[src/rtl/collision_arbiter_pkg.sv]
// Package: shared types for the collision arbiter.
// Assumes: only two ports, left and right.
package collision_arbiter_pkg;
    typedef enum logic [1:0] {
        OWN_NONE  = 2'd0,
        OWN_LEFT  = 2'd1,
        OWN_RIGHT = 2'd2
    } owner_e;
endpackage

[src/rtl/arb_addr_compare.sv]
// Module: arb_addr_compare
// Detects a live address match between the two ports. It also reports, for
// each port, whether that port kept its enable and address since the last
// cycle, which marks it as the earlier arrival.
// Assumes: synchronous active-low reset clears the history to "not enabled".
module arb_addr_compare #(
    parameter int ADDR_W = 16
) (
    input  logic              clk,
    input  logic              rst_n,
    input  logic              l_en,
    input  logic [ADDR_W-1:0] l_addr,
    input  logic              r_en,
    input  logic [ADDR_W-1:0] r_addr,
    output logic              match,
    output logic              l_stayed,
    output logic              r_stayed
);
    logic              l_en_q, r_en_q;
    logic [ADDR_W-1:0] l_addr_q, r_addr_q;

    // Record last cycle's port activity.
    always_ff @(posedge clk) begin
        if (!rst_n) begin
            l_en_q   <= 1'b0;
            r_en_q   <= 1'b0;
            l_addr_q <= '0;
            r_addr_q <= '0;
        end else begin
            l_en_q   <= l_en;
            r_en_q   <= r_en;
            l_addr_q <= l_addr;
            r_addr_q <= r_addr;
        end
    end

    // Compare the addresses and flag the ports that held still.
    always_comb begin
        match    = l_en && r_en && (l_addr == r_addr);
        l_stayed = l_en && l_en_q && (l_addr == l_addr_q);
        r_stayed = r_en && r_en_q && (r_addr == r_addr_q);
    end

    AST_MATCH_NEEDS_BOTH: assert property (@(posedge clk) disable iff (!rst_n)
        match |-> (l_en && r_en));
endmodule

[src/rtl/arb_win_tracker.sv]
// Module: arb_win_tracker
// Picks the winner when a match starts and holds it while the match lasts.
// A new match goes to the port that held still. If both or neither held
// still, the left port wins.
// Assumes: match, l_stayed and r_stayed come from arb_addr_compare.
module arb_win_tracker
    import collision_arbiter_pkg::*;
(
    input  logic   clk,
    input  logic   rst_n,
    input  logic   match,
    input  logic   l_stayed,
    input  logic   r_stayed,
    output owner_e winner
);
    owner_e owner_q;

    // Choose the owner: keep the current one, or decide a fresh match.
    always_comb begin
        if (!match)
            winner = OWN_NONE;
        else if (owner_q != OWN_NONE)
            winner = owner_q;
        else if (r_stayed && !l_stayed)
            winner = OWN_RIGHT;
        else
            winner = OWN_LEFT;
    end

    // Remember the owner for the next cycle of the same match.
    always_ff @(posedge clk) begin
        if (!rst_n)
            owner_q <= OWN_NONE;
        else
            owner_q <= winner;
    end

    AST_HOLD_WINNER: assert property (@(posedge clk) disable iff (!rst_n)
        ($past(rst_n) && $past(match) && match) |-> (winner == $past(winner)));
    AST_WINNER_ON_MATCH: assert property (@(posedge clk) disable iff (!rst_n)
        match |-> (winner != OWN_NONE));
endmodule

[src/rtl/arb_busy_mux.sv]
// Module: arb_busy_mux
// Selects the busy source by mode and gates the write requests. In master
// mode busy comes from the internal winner. In slave mode the busy outputs
// stay released and only the external busy inputs block writes.
// Assumes: the external busy inputs are active low.
module arb_busy_mux
    import collision_arbiter_pkg::*;
(
    input  logic   clk,
    input  logic   rst_n,
    input  logic   master_sel,
    input  owner_e winner,
    input  logic   l_en,
    input  logic   l_wr,
    input  logic   r_en,
    input  logic   r_wr,
    input  logic   l_busy_in_n,
    input  logic   r_busy_in_n,
    output logic   l_busy_n,
    output logic   r_busy_n,
    output logic   l_wr_ok,
    output logic   r_wr_ok
);
    logic l_block_n, r_block_n;

    // Drive busy and the write gates from the mode-selected source.
    always_comb begin
        l_busy_n = !(master_sel && (winner == OWN_RIGHT));
        r_busy_n = !(master_sel && (winner == OWN_LEFT));
        l_block_n = master_sel ? l_busy_n : l_busy_in_n;
        r_block_n = master_sel ? r_busy_n : r_busy_in_n;
        l_wr_ok  = l_en && l_wr && l_block_n;
        r_wr_ok  = r_en && r_wr && r_block_n;
    end

    AST_ONE_BUSY: assert property (@(posedge clk) disable iff (!rst_n)
        $onehot0({!l_busy_n, !r_busy_n}));
    AST_SLAVE_QUIET: assert property (@(posedge clk) disable iff (!rst_n)
        !master_sel |-> (l_busy_n && r_busy_n));
    AST_SLAVE_GATE: assert property (@(posedge clk) disable iff (!rst_n)
        (!master_sel && !l_busy_in_n) |-> !l_wr_ok);
    AST_BUSY_NO_WRITE: assert property (@(posedge clk) disable iff (!rst_n)
        !r_busy_n |-> !r_wr_ok);
    AST_WR_NEEDS_REQ: assert property (@(posedge clk) disable iff (!rst_n)
        (l_wr_ok |-> (l_en && l_wr)) and (r_wr_ok |-> (r_en && r_wr)));
endmodule

[src/rtl/collision_arbiter.sv]
// Module: collision_arbiter (top)
// Two-port address-collision arbiter with master/slave busy handling.
// Busy and write-permit outputs are combinational from the current inputs
// and the registered winner, so a collision blocks a write in its own cycle.
// Assumes: synchronous active-low reset; one clock for both ports.
module collision_arbiter
    import collision_arbiter_pkg::*;
#(
    parameter int ADDR_W = 16
) (
    input  logic              clk,
    input  logic              rst_n,
    input  logic              master_sel,
    input  logic              l_en,
    input  logic [ADDR_W-1:0] l_addr,
    input  logic              l_wr,
    input  logic              r_en,
    input  logic [ADDR_W-1:0] r_addr,
    input  logic              r_wr,
    input  logic              l_busy_in_n,
    input  logic              r_busy_in_n,
    output logic              l_busy_n,
    output logic              r_busy_n,
    output logic              l_wr_ok,
    output logic              r_wr_ok
);
    logic   match, l_stayed, r_stayed;
    owner_e winner;

    arb_addr_compare #(.ADDR_W(ADDR_W)) u_cmp (
        .clk      (clk),
        .rst_n    (rst_n),
        .l_en     (l_en),
        .l_addr   (l_addr),
        .r_en     (r_en),
        .r_addr   (r_addr),
        .match    (match),
        .l_stayed (l_stayed),
        .r_stayed (r_stayed)
    );

    arb_win_tracker u_win (
        .clk      (clk),
        .rst_n    (rst_n),
        .match    (match),
        .l_stayed (l_stayed),
        .r_stayed (r_stayed),
        .winner   (winner)
    );

    arb_busy_mux u_mux (
        .clk         (clk),
        .rst_n       (rst_n),
        .master_sel  (master_sel),
        .winner      (winner),
        .l_en        (l_en),
        .l_wr        (l_wr),
        .r_en        (r_en),
        .r_wr        (r_wr),
        .l_busy_in_n (l_busy_in_n),
        .r_busy_in_n (r_busy_in_n),
        .l_busy_n    (l_busy_n),
        .r_busy_n    (r_busy_n),
        .l_wr_ok     (l_wr_ok),
        .r_wr_ok     (r_wr_ok)
    );

    AST_RELEASE: assert property (@(posedge clk) disable iff (!rst_n)
        (l_addr != r_addr) |-> (l_busy_n && r_busy_n));
endmodule

[config.mk]
export PLATFORM = sky130hd
export DESIGN_NAME = collision_arbiter
export DESIGN_NICKNAME = d
export VERILOG_FILES = /design/src/rtl/collision_arbiter_pkg.sv /design/src/rtl/arb_addr_compare.sv /design/src/rtl/arb_win_tracker.sv /design/src/rtl/arb_busy_mux.sv /design/src/rtl/collision_arbiter.sv
export SDC_FILE = /design/constraint.sdc
export NUM_CORES = 1
export LEC_CHECK = 0
export BUFFER_PORTS_ARGS = -buffer_cell sky130_fd_sc_hd__clkbuf_2
export CAP_MARGIN = 30
export CORE_UTILIZATION = 48
export DETAILED_ROUTE_END_ITERATION = 10
export GPL_TIMING_DRIVEN = 0
export HOLD_SLACK_MARGIN = 0.12
export PLACE_DENSITY = 0.75
export SLEW_MARGIN = 10
export SYNTH_ARGS = -nofsm -noshare
export SYNTH_HDL_FRONTEND = slang
export SYNTH_SLANG_ARGS = --single-unit
[constraint.sdc]
create_clock -name clk -period 1.67 [get_ports clk]
set_input_delay 0.2505 -clock clk [delete_from_list [all_inputs] [get_ports clk]]
set_output_delay 0.2505 -clock clk [all_outputs]
set_load 0.01 [all_outputs]
==> summary.txt <==
Worst setup path
  • Required time of the critical path: 1.42 ns
  • Minimum setup slack among reg-to-reg paths: -0.12 ns
  • Endpoint of the worst register-to-register path: u_win.owner_q[0]$_SDFF_PN0_
  • Element type at the critical path end: output port
  • Worst EP arrival: 2.03 ns
  • Largest fanout on the critical path: 3
  • Type of the worst setup path: flop to output port
  • Worst Reg-to-Reg Cells: 8
  • Kind of launch point of the worst setup path: flop
  • RR Startpoint: u_cmp.l_addr_q[13]$_SDFF_PN0_

Final layout
  • Most common library cell in the layout ignoring fill and taps: sky130_fd_sc_hd__clkbuf_2
  • Count of inserted antenna diode cells: 0
  • Share of cells above drive strength 1: 31.40%
  • Final Cell Area: 1959 µm²
  • Synthesis-to-layout area growth: 23.60%
  • Leading cell types in the layout, fill and taps excluded: 43 x sky130_fd_sc_hd__clkbuf_2, 35 x sky130_fd_sc_hd__dfxtp_1, 33 x sky130_fd_sc_hd__and2_1
  • Fin nets: 248
  • Final std cells w/o fill: 251
  • Share of the core filled with cells in the final layout: 63.15%

Logic synthesis
  • Sequential element share of the synthesized area: 45.46%
  • Mapped Nets: 194
  • Number of warnings printed during yosys synthesis: 0
  • Cell area after synthesis: 1585 µm²
  • Mapped Cells: 153
  • Number of distinct library cells after synthesis: 19
  • Avg Inst Size Synth: 10.36 µm²
  • Flops & latches, synth: 36

Floorplan
  • Total I/O pin count: 45
  • Die H: 59.47 µm
  • Die Width: 59.47 µm
  • Number of rows created at floorplan: 20
  • Starting utilization of the core area: 51.09%
  • Core region area: 3103 µm²
  • Die area: 3537 µm²

Routing
  • Average wire per standard cell: 13.12 µm
  • DRC errors left: 0
  • Wire length after detailed routing: 3292 µm
  • Avg Vias per Cell: 4.884
  • Routed vias: 1,226
  • Count of antenna-violating nets left after detailed routing: 0
  • Number of detailed-route iterations in the first pass: 4
  • Number of DRC markers in iteration 0: 22

Timing
  • Unrepaired setup endpoints after global routing: yes
  • Clock tree skew after final layout: 0.006296 ns
  • Tmin final: 2.283 ns
  • Max-slew headroom at the worst pin: 71.74%
  • Number of failing hold endpoints at the final stage: 0
  • Highest clock rate: 0.4380 GHz
  • Tightest hold margin: 0.1624 ns
  • Final setup viols: 5
  • Worst Tran Pin Value: 0.4240 ns
  • Post-layout worst setup margin: -0.6132 ns
  • Final-report max-slew violation count: 0
  • Fin crit share: 136.7%

Power
  • Relative contribution of the clock network to total power: 26.4%
  • Combinational cell fraction of total power: 16.1%
  • Internal power component: 1.188 mW
  • Switching power: 0.4137 mW
  • Switching part of the total power: 25.83%
  • Share of total power in sequential cells: 57.5%
  • Leak Pwr: 0.8120 nW
  • Cell area power density: 817.5 nW/µm²
  • Peak ir drop on the vdd network: 0.0004703 V

Clock tree
  • Clock slew at the register clock pins of the worst setup and hold paths: 0.10 ns
  • Clock tree from TritonCTS: yes
  • Clock latency of the later-clocked register in the worst-skew pair: 0.34 ns
  • # H-tree levels: 2
  • Clk sink count: 36
  • CTS buffer count: 5
  • Root buffer selected by CTS: sky130_fd_sc_hd__clkbuf_4
  • # hold bufs at CTS: 0
  • Clock tree buffer depth: 2

Min path
  • Hold Startpoint: r_addr[3]
  • Worst min-delay path endpoint: u_cmp.r_addr_q[3]$_SDFF_PN0_
  • Hold path depth: 2
  • HP Class: input pin to flop

Place
  • Area after detailed placement: 1861 µm²
  • Post-detailed-placement half-perimeter wirelength: 2522 µm
  • Global placement routability congestion: 0.7578
  • Cell total after placement: 241
  • Port buffer count: 44
  • DP Worst Slack: -0.3622 ns

Flow run
  • Max Cap Viol: 0

Global routing
  • Largest net degree at the start of global routing: 11
  • Number of global-route vias before repair: 1,149
  • Overflow left after global routing: 0
  • Number of antenna violations at the first check in global routing: 0
  • All-Layer GR Usage: 20.98%
  • Wire length of the first global-routing pass: 5119 µm

Status
  • Run status: finished, violations left
  • Violated checks: setup timing
==> per-layer routing <==
metal,wire (µm),track usage (%),vias to the layer above
met5,0,0,-
met4,76,12.24,0
met3,139,4.585,8
met2,1703,36.12,35
met1,1374,23.64,571
li1,-,-,612
==> Yosys cell counts, drive strengths merged <==
| library cell | n | area (µm²) |
|---|---|---|
| inv | 1 | 3.750 |
| and2 | 35 | 221.5 |
| and3 | 1 | 6.260 |
| nand4 | 9 | 56.30 |
| a21oi | 2 | 13.76 |
| xnor2 | 29 | 254.0 |
| o211ai | 2 | 15.01 |
| o22ai | 1 | 6.260 |
| xor2 | 19 | 166.4 |
| nor2 | 3 | 11.26 |
| nand2 | 3 | 11.26 |
| dfxtp | 36 | 720.7 |
| nor4 | 7 | 75.07 |
| clkbuf | 3 | 11.26 |
| o21a | 1 | 7.510 |
| nand3 | 1 | 5.000 |
==> stage by stage <==
step	setup TNS, ns	power (mW)
2_1_floorplan	0	1.080
3_3_place_gp	-1.026	1.185
3_5_place_dp	-1.221	1.194
4_1_cts	-2.429	1.616
5_1_grt	-3.013	1.695
6_report	-2.433	1.602
==> power groups by stage <==
stage	registers (mW)	logic, mW	clock network (mW)
after global placement	0.938	0.246	0
after detailed placement	0.940	0.254	0
after CTS	0.920	0.258	0.437
final	0.922	0.257	0.423
after global routing	0.925	0.284	0.486
after floorplan	0.937	0.143	0
==> worst max-delay path by stage <==
stage,from,slack (ns),to,cells past startpoint
after floorplan,u_cmp.r_addr_q[5]$_SDFF_PN0_,0.08,r_wr_ok,6
after global placement,r_addr[12],-0.26,r_wr_ok,8
after detailed placement,l_addr[1],-0.36,l_wr_ok,8
after CTS,u_cmp.l_addr_q[1]$_SDFF_PN0_,-0.62,l_wr_ok,7
after global routing,u_cmp.l_addr_q[13]$_SDFF_PN0_,-0.71,l_wr_ok,7
final,u_cmp.l_addr_q[13]$_SDFF_PN0_,-0.61,l_wr_ok,7
==> state kept, by name, summed over array words and instances, names as in the netlist <==
register / count
u_cmp.l_en_q: 1
u_win.owner_q: 2
u_cmp.r_en_q: 1
u_cmp.r_addr_q: 16
u_cmp.l_addr_q: 16
==> layout make-up <==
class | instances | area (µm²)
inverter | 1 | 3.754
fill | 301 | 1144
multi-input combinational | 113 | 878.3
clock inverter | 1 | 5.005
tap | 44 | 55.05
clock buffer | 6 | 41.29
sequential | 36 | 721.9
buffer | 3 | 11.26
timing repair buffer | 47 | 242.7
==> timing repair <==
| item | CTS | global route |
|---|---|---|
| endpoints found under the hold margin | 0 | 0 |
| pin swaps | 1 | 6 |
| setup buffers | 1 | 2 |
| gates cloned | 0 | 0 |
| gates resized for setup | 2 | 4 |
| setup endpoints to repair | 4 | 6 |
==> kinds of logic (layout without fill, tap and decap cells) <==
kind of cell              count (synthesis)  count (layout)  share of synthesized area (%)
DFF                                      36              36                          45.46
xor gates and xnor gates                 48              48                          26.52
and+or+nand+nor                          59              59                          24.39
buffers and inverters                     4              58                         0.9468
AOI/OAI and AO/OA                         6               6                          2.683
==> worst max-delay path: stages, from the launching register on <==
cell,delay [ns]
sky130_fd_sc_hd__dfxtp_1,0.33
sky130_fd_sc_hd__xor2_1,0.18
sky130_fd_sc_hd__nor4_2,0.32
sky130_fd_sc_hd__nand4_1,0.19
sky130_fd_sc_hd__nor4_4,0.22
sky130_fd_sc_hd__o22ai_2,0.15
sky130_fd_sc_hd__a21oi_2,0.15
sky130_fd_sc_hd__buf_2,0.14
(Power assumes the default switching activity.)
